## src/rtl/mmc_irq_pkg.sv

```systemverilog
package mmc_irq_pkg;

    localparam int SRC_COUNT  = 13;
    localparam int BUS_W      = 32;
    localparam int ADDR_W     = 2;
    localparam int CLKOFF_IDX = 4;
    localparam int RXSVC_IDX  = 5;
    localparam int TXSVC_IDX  = 6;
    localparam int CLKEN_POS  = 8;
    localparam int STOP_POS   = 0;
    localparam int START_POS  = 1;

    typedef enum logic [ADDR_W-1:0] {
        RA_CLKCMD = 2'd0,
        RA_STATUS = 2'd1,
        RA_MASK   = 2'd2,
        RA_REQ    = 2'd3
    } reg_addr_e;

    typedef struct packed {
        logic start;
        logic stop;
    } clk_cmd_t;

    typedef struct packed {
        logic cpu;
        logic rx;
        logic tx;
    } irq_lines_t;

    function automatic clk_cmd_t decode_clk_cmd(input logic [BUS_W-1:0] d);
        clk_cmd_t c;
        c.start = d[START_POS];
        c.stop  = d[STOP_POS];
        return c;
    endfunction

endpackage

```

## src/rtl/mmc_irq_clkctl.sv

```systemverilog
module mmc_irq_clkctl
    import mmc_irq_pkg::*;
(
    input  logic     clk,
    input  logic     rst,
    input  logic     cmd_wr,
    input  clk_cmd_t cmd,
    output logic     clk_en_q,
    output logic     abort_q,
    output logic     clkoff_set,
    output logic     clkoff_clr
);
    // Stop takes priority over start when both are requested.
    assign clkoff_set = cmd_wr & cmd.stop;
    assign clkoff_clr = cmd_wr & cmd.start & ~cmd.stop;

    always_ff @(posedge clk) begin
        if (rst) begin
            clk_en_q <= 1'b0;
            abort_q  <= 1'b0;
        end else begin
            abort_q <= clkoff_set;
            if (clkoff_set)
                clk_en_q <= 1'b0;
            else if (clkoff_clr)
                clk_en_q <= 1'b1;
        end
    end

    p_stop_wins_r9: assert property (@(posedge clk) disable iff (rst)
        (cmd_wr && cmd.stop) |=> (!clk_en_q && abort_q));

    p_start_sets_r8: assert property (@(posedge clk) disable iff (rst)
        (cmd_wr && cmd.start && !cmd.stop) |=> clk_en_q);

endmodule

```

## src/rtl/mmc_irq_reqbank.sv

```systemverilog
module mmc_irq_reqbank #(
    parameter int N = 13
) (
    input  logic         clk,
    input  logic         rst,
    input  logic [N-1:0] set_i,
    input  logic [N-1:0] clr_i,
    output logic [N-1:0] req_q
);
    for (genvar b = 0; b < N; b++) begin : g_bit
        always_ff @(posedge clk) begin
            if (rst)
                req_q[b] <= 1'b0;
            else if (set_i[b])
                req_q[b] <= 1'b1;   // set beats clear
            else if (clr_i[b])
                req_q[b] <= 1'b0;
        end
    end

    p_set_wins_r3: assert property (@(posedge clk) disable iff (rst)
        (|set_i) |=> ((req_q & $past(set_i)) == $past(set_i)));

    p_clear_takes_r3: assert property (@(posedge clk) disable iff (rst)
        (|(clr_i & ~set_i)) |=> ((req_q & $past(clr_i & ~set_i)) == '0));

endmodule

```

## src/rtl/mmc_irq_maskreg.sv

```systemverilog
module mmc_irq_maskreg #(
    parameter int N = 13
) (
    input  logic         clk,
    input  logic         rst,
    input  logic         wr,
    input  logic [N-1:0] wdata,
    output logic [N-1:0] mask_q
);
    always_ff @(posedge clk) begin
        if (rst)
            mask_q <= '1;
        else if (wr)
            mask_q <= wdata;
    end

    p_mask_load_r4: assert property (@(posedge clk) disable iff (rst)
        wr |=> (mask_q == $past(wdata)));

endmodule

```

## src/rtl/mmc_irq_outstage.sv

```systemverilog
module mmc_irq_outstage
    import mmc_irq_pkg::*;
#(
    parameter int N      = 13,
    parameter int RX_BIT = 5,
    parameter int TX_BIT = 6
) (
    input  logic         clk,
    input  logic         rst,
    input  logic [N-1:0] req,
    input  logic [N-1:0] mask,
    input  logic         dma_mode,
    output irq_lines_t   lines_q
);
    localparam logic [N-1:0] ONE       = {{(N-1){1'b0}}, 1'b1};
    localparam logic [N-1:0] FIFO_BITS = (ONE << RX_BIT) | (ONE << TX_BIT);

    logic [N-1:0] eff_mask;
    irq_lines_t   lines_d;

    always_comb begin
        eff_mask    = dma_mode ? (mask | FIFO_BITS) : mask;
        lines_d.cpu = |(req & ~eff_mask);
        lines_d.rx  = dma_mode & req[RX_BIT];
        lines_d.tx  = dma_mode & req[TX_BIT];
    end

    always_ff @(posedge clk) begin
        if (rst)
            lines_q <= '0;
        else
            lines_q <= lines_d;
    end

    p_irq_cause_r5: assert property (@(posedge clk) disable iff (rst)
        lines_q.cpu |-> $past(|(req & ~mask)));

    p_dma_hides_fifo_r6: assert property (@(posedge clk) disable iff (rst)
        (dma_mode && ((req & ~mask & ~FIFO_BITS) == '0)) |=> !lines_q.cpu);

    p_dma_idle_r7: assert property (@(posedge clk) disable iff (rst)
        !dma_mode |=> (!lines_q.rx && !lines_q.tx));

endmodule

```

## src/rtl/mmc_irq_router.sv

```systemverilog
module mmc_irq_router
    import mmc_irq_pkg::*;
#(
    parameter int NUM_SRC    = SRC_COUNT,
    parameter int DW         = BUS_W,
    parameter int RX_BIT     = RXSVC_IDX,
    parameter int TX_BIT     = TXSVC_IDX,
    parameter int CLKOFF_BIT = CLKOFF_IDX
) (
    input  logic               clk,
    input  logic               rst,
    input  logic [NUM_SRC-1:0] set_pulse,
    input  logic               dma_mode,
    input  logic               reg_wr,
    input  logic [ADDR_W-1:0]  reg_addr,
    input  logic [DW-1:0]      reg_wdata,
    output logic [DW-1:0]      reg_rdata,
    output logic               cpu_irq,
    output logic               dma_rx_req,
    output logic               dma_tx_req,
    output logic               clk_enabled,
    output logic               xfer_abort
);
    localparam logic [NUM_SRC-1:0] CLKOFF_ONEHOT =
        {{(NUM_SRC-1){1'b0}}, 1'b1} << CLKOFF_BIT;

    reg_addr_e          addr;
    logic               wr_clk, wr_mask, wr_req;
    clk_cmd_t           cmd;
    logic               clkoff_set, clkoff_clr;
    logic [NUM_SRC-1:0] set_all, clr_all;
    logic [NUM_SRC-1:0] req_q, mask_q;
    irq_lines_t         lines_q;
    logic               unused_hi;

    assign addr    = reg_addr_e'(reg_addr);
    assign wr_clk  = reg_wr && (addr == RA_CLKCMD);
    assign wr_mask = reg_wr && (addr == RA_MASK);
    assign wr_req  = reg_wr && (addr == RA_REQ);
    assign cmd     = decode_clk_cmd(reg_wdata);
    assign unused_hi = ^reg_wdata[DW-1:NUM_SRC];

    assign set_all = set_pulse | (clkoff_set ? CLKOFF_ONEHOT : '0);
    assign clr_all = (wr_req ? reg_wdata[NUM_SRC-1:0] : '0)
                   | (clkoff_clr ? CLKOFF_ONEHOT : '0);

    mmc_irq_clkctl u_clk (
        .clk        (clk),
        .rst        (rst),
        .cmd_wr     (wr_clk),
        .cmd        (cmd),
        .clk_en_q   (clk_enabled),
        .abort_q    (xfer_abort),
        .clkoff_set (clkoff_set),
        .clkoff_clr (clkoff_clr)
    );

    mmc_irq_reqbank #(.N(NUM_SRC)) u_req (
        .clk   (clk),
        .rst   (rst),
        .set_i (set_all),
        .clr_i (clr_all),
        .req_q (req_q)
    );

    mmc_irq_maskreg #(.N(NUM_SRC)) u_mask (
        .clk    (clk),
        .rst    (rst),
        .wr     (wr_mask),
        .wdata  (reg_wdata[NUM_SRC-1:0]),
        .mask_q (mask_q)
    );

    mmc_irq_outstage #(.N(NUM_SRC), .RX_BIT(RX_BIT), .TX_BIT(TX_BIT)) u_out (
        .clk      (clk),
        .rst      (rst),
        .req      (req_q),
        .mask     (mask_q),
        .dma_mode (dma_mode),
        .lines_q  (lines_q)
    );

    assign cpu_irq    = lines_q.cpu;
    assign dma_rx_req = lines_q.rx;
    assign dma_tx_req = lines_q.tx;

    always_comb begin
        reg_rdata = '0;
        case (addr)
            RA_CLKCMD: reg_rdata = '0;
            RA_STATUS: reg_rdata[CLKEN_POS] = clk_enabled;
            RA_MASK:   reg_rdata[NUM_SRC-1:0] = mask_q;
            RA_REQ:    reg_rdata[NUM_SRC-1:0] = req_q;
            default:   reg_rdata = '0;
        endcase
    end

    p_stop_sets_clkoff_r9: assert property (@(posedge clk) disable iff (rst)
        (reg_wr && reg_addr == 2'd0 && reg_wdata[0]) |=> req_q[CLKOFF_BIT]);

    p_dma_rx_source_r7: assert property (@(posedge clk) disable iff (rst)
        dma_rx_req |-> $past(dma_mode && req_q[RX_BIT]));

endmodule

```

## config.mk

```make
export PLATFORM = sky130hd
export DESIGN_NAME = mmc_irq_router
export DESIGN_NICKNAME = d
export VERILOG_FILES = /design/src/rtl/mmc_irq_pkg.sv /design/src/rtl/mmc_irq_clkctl.sv /design/src/rtl/mmc_irq_reqbank.sv /design/src/rtl/mmc_irq_maskreg.sv /design/src/rtl/mmc_irq_outstage.sv /design/src/rtl/mmc_irq_router.sv
export SDC_FILE = /design/constraint.sdc
export NUM_CORES = 1
export LEC_CHECK = 0
export BUFFER_PORTS_ARGS = -buffer_cell sky130_fd_sc_hd__buf_2
export CORE_UTILIZATION = 32
export CTS_CLUSTER_SIZE = 14
export DETAILED_ROUTE_END_ITERATION = 8
export GPL_TIMING_DRIVEN = 0
export PLACE_DENSITY_LB_ADDON = 0.15
export SLEW_MARGIN = 15
export SYNTH_ARGS = -nofsm -noshare
export SYNTH_HDL_FRONTEND = slang
export SYNTH_SLANG_ARGS = --single-unit
```

## constraint.sdc

```tcl
create_clock -name clk -period 3.42 [get_ports clk]
set_clock_uncertainty 0.05 [all_clocks]
set_input_delay 0.171 -clock clk [delete_from_list [all_inputs] [get_ports clk]]
set_output_delay 0.171 -clock clk [all_outputs]
set_load 0.05 [all_outputs]
```

==> impl_metrics.json <==
{
  "p_sw_share_pct": 32.1,
  "yosys-top-cells-count": "31 x dfxtp_1, 23 x nand2_1, 21 x buf_4, 18 x nor2b_1, 13 x a21oi_1",
  "clock-sinks": 31,
  "r2r-start": "u_req.req_q[0]$_SDFFE_PP0P_",
  "criticalPathCategory": "in -> out",
  "p_seq_share_pct": 38.9,
  "hold_depth": 3,
  "clkLatencyLatePin_ns": 0.28,
  "final.setup.tns_ns": 0,
  "path_max_fanout": 10,
  "r2r-end": "u_out.lines_q[2]$_SDFF_PP0_",
  "worstSetupEndpointType": "output pin",
  "min-delay-start": "set_pulse[12]",
  "leakagePower_uw": 0.00107,
  "yosysWarnings": 0,
  "placedCellCount": 326,
  "fill_cells": 502,
  "diodes": 0,
  "cts_buffers": 5,
  "crit_chain": "buf_2, buf_4, clkbuf_1, nor2b_1, buf_2",
  "final-instance-count-excl-fill": 334,
  "crit_path_start_kind": "primary input",
  "track_usage_pct": 18.1,
  "cts_buffer_depth": 2,
  "avgSynthCellArea_um2": 8.32,
  "grt_pass1_wl_um": 7090,
  "std_cell_rows": 25,
  "drcViolationCount": 0,
  "powerDensity_nw_per_um2": 485,
  "cts_tree": "yes",
  "synth_ff_type": "dfxtp_1",
  "netlist_instances": 193,
  "drt_iter0_markers": 51,
  "ys_seq_elements": 31,
  "maxSlewHeadroom_pct": 51.0,
  "peakVddDrop_mv": 0.155,
  "post-dp-hpwl_um": 3150,
  "setup_viol": 0,
  "final_layout_size_suffix_gt1_share_pct": 31.8,
  "finalCritPeriodShare_pct": 44.6,
  "combPwrFrac_pct": 23.9,
  "htree_levels": 2,
  "synth_edf_count": 0,
  "status": "finished clean",
  "io_buffer_count": 48,
  "ctsHoldBuffers": 0,
  "grt_pass1_vias": 1391,
  "pwr-share-clk_pct": 37.3,
  "overflow": 0,
  "synthesis.area_um2": 1610,
  "fmax_ghz": 0.655,
  "dpl-instance-area_um2": 2000,
  "synth_cell_types": 32,
  "worst_pin_slew_ns": 0.717,
  "p_int_uw": 696,
  "async_flop_share_pct": 0,
  "area.growth.synth_to_final_pct": 31.7,
  "grt_setup_unrepaired": "false",
  "slowest_stage": "clkbuf_1",
  "dp_slack_ns": 1.88,
  "detail-route-antenna-nets": 0,
  "setup_slack_ns": 1.89,
  "post_cts_buffers": 0,
  "whs_endpoint": "u_req.req_q[12]$_SDFFE_PP0P_",
  "clockRootBuffer": "clkbuf_8",
  "vias_per_cell": 4.49,
  "fin_area_um2": 2120,
  "required_ns": 3.20,
  "post_cts_resized": 0,
  "crit_top_cell": "buf_2",
  "reg2regPathDepth": 3,
  "fp.dieArea_um2": 5310,
  "core_um2": 4790,
  "vias": 1498,
  "die_h_um": 72.9,
  "hold_viol_final": 0,
  "hold_path_class": "in -> reg",
  "nets": 317,
  "drv_slew": 0,
  "antenna_found_initial": 0,
  "first_pass_iters": 4,
  "grt_max_degree": 11,
  "initial_core_util_pct": 33.6,
  "min_period_ns": 1.53,
  "maxCapViolCount": 0,
  "die_w_um": 72.9,
  "num_io_pins": 88,
  "routedWlPerCell_um": 13.0,
  "yosysMostFrequentCell": "dfxtp_1",
  "synth_top_area_cell": "dfxtp_1",
  "yosysSeqAreaShare_pct": 38.6,
  "wl_um": 4350,
  "yosys-top-cells-area": "dfxtp_1 39%, buf_4 9.8%, mux2i_1 7.5%",
  "cp_slowest_stage_delay_ns": 0.36,
  "place.gp.congestion": 0.776,
  "synth_top_area_share_pct": 38.6,
  "reg2reg_slack_ns": 1.90,
  "crit_arrival_ns": 1.30,
  "path_clk_slew_ns": 0.07,
  "p_switching_uw": 330
}
-- layout make-up --
type                       instances  area, um2  area share [%]
clock inverter                     2       35.0            1.66
multi-input combinational        143        822            38.9
tap                               67       83.8            3.96
sequential                        31        621            29.3
clock buffer                       6       82.6            3.90
timing repair buffer              48        240            11.4
buffer                            31        209            9.88
inverter                           6       22.5            1.06
-- state kept, by name, summed over array words and instances (netlist names) --
name / cells
u_clk.clk_en_q: 1
u_mask.mask_q: 13
u_clk.abort_q: 1
u_out.lines_q: 3
u_req.req_q: 13
-- layer usage --
layer	GRT usage, %	share of wire [%]
met5	0	0
met4	7.19	1.4
met3	4.28	5.7
met2	28.9	47
met1	23.7	46
-- metrics by stage --
stage	hold WS, ns	util (%)	total power [uW]
floorplan	0.218	-	592
global placement	0.328	41.8	651
detailed placement	0.337	41.8	651
CTS	0.0329	44.2	1030
global route	0.0452	44.2	1070
finish	0.0354	44.2	1030
-- cells by family (layout without fill, tap and decap cells) --
kind of cell	count (synthesis)	count (layout)	share of synthesized area (%)
AOI/OAI and AO/OA	28	28	11.5
buffers and inverters	37	93	14.4
DFF	31	31	38.6
muxes	13	13	8.18
other	1	19	0.233
and+or+nand+nor	83	83	27.0
-- worst max path at each step --
stage | from | endpoint | slack (ns) | cells after the start
floorplan | u_clk.clk_en_q$_SDFFE_PP0P_ | reg_rdata[8] | 1.38 | 2
global placement | reg_addr[1] | reg_rdata[4] | 1.89 | 5
detailed placement | reg_addr[1] | reg_rdata[2] | 1.88 | 5
CTS | reg_addr[1] | reg_rdata[2] | 1.88 | 5
global route | reg_addr[1] | reg_rdata[2] | 1.77 | 5
finish | reg_addr[1] | reg_rdata[2] | 1.89 | 5
-- power groups by stage --
| stage | Combinational [uW] | Clock, uW | Sequential, uW |
|---|---|---|---|
| after floorplan | 179 | 0 | 413 |
| after global placement | 245 | 0 | 406 |
| after detailed placement | 245 | 0 | 407 |
| after CTS | 245 | 389 | 398 |
| after global routing | 262 | 404 | 401 |
| final | 245 | 382 | 399 |
-- critical path: cells and delay by family --
family | cells | cell delay, ns
buffers and inverters | 4 | 0.93
and+or+nand+nor | 1 | 0.21
-- layout by cell type, fill, tap and decap left out, types with 2 or more instances in the layout --
cell / Yosys / final
buf_4: 21 / 21
inv_1: 5 / 5
nor2b_1: 18 / 18
nand2b_1: 3 / 3
dfxtp_1: 31 / 31
nand3_1: 8 / 8
a2111oi_0: 2 / 2
nor2_1: 12 / 12
buf_2: 4 / 52
mux2i_1: 12 / 12
clkbuf_1: 4 / 4
nand2_1: 23 / 23
conb_1: 1 / 19
a21oi_1: 13 / 13
clkbuf_8: 0 / 6
o211ai_1: 5 / 5
a211oi_1: 2 / 2
nand4_1: 12 / 12
and3_1: 3 / 3
Power figures use the tool's default switching activity.
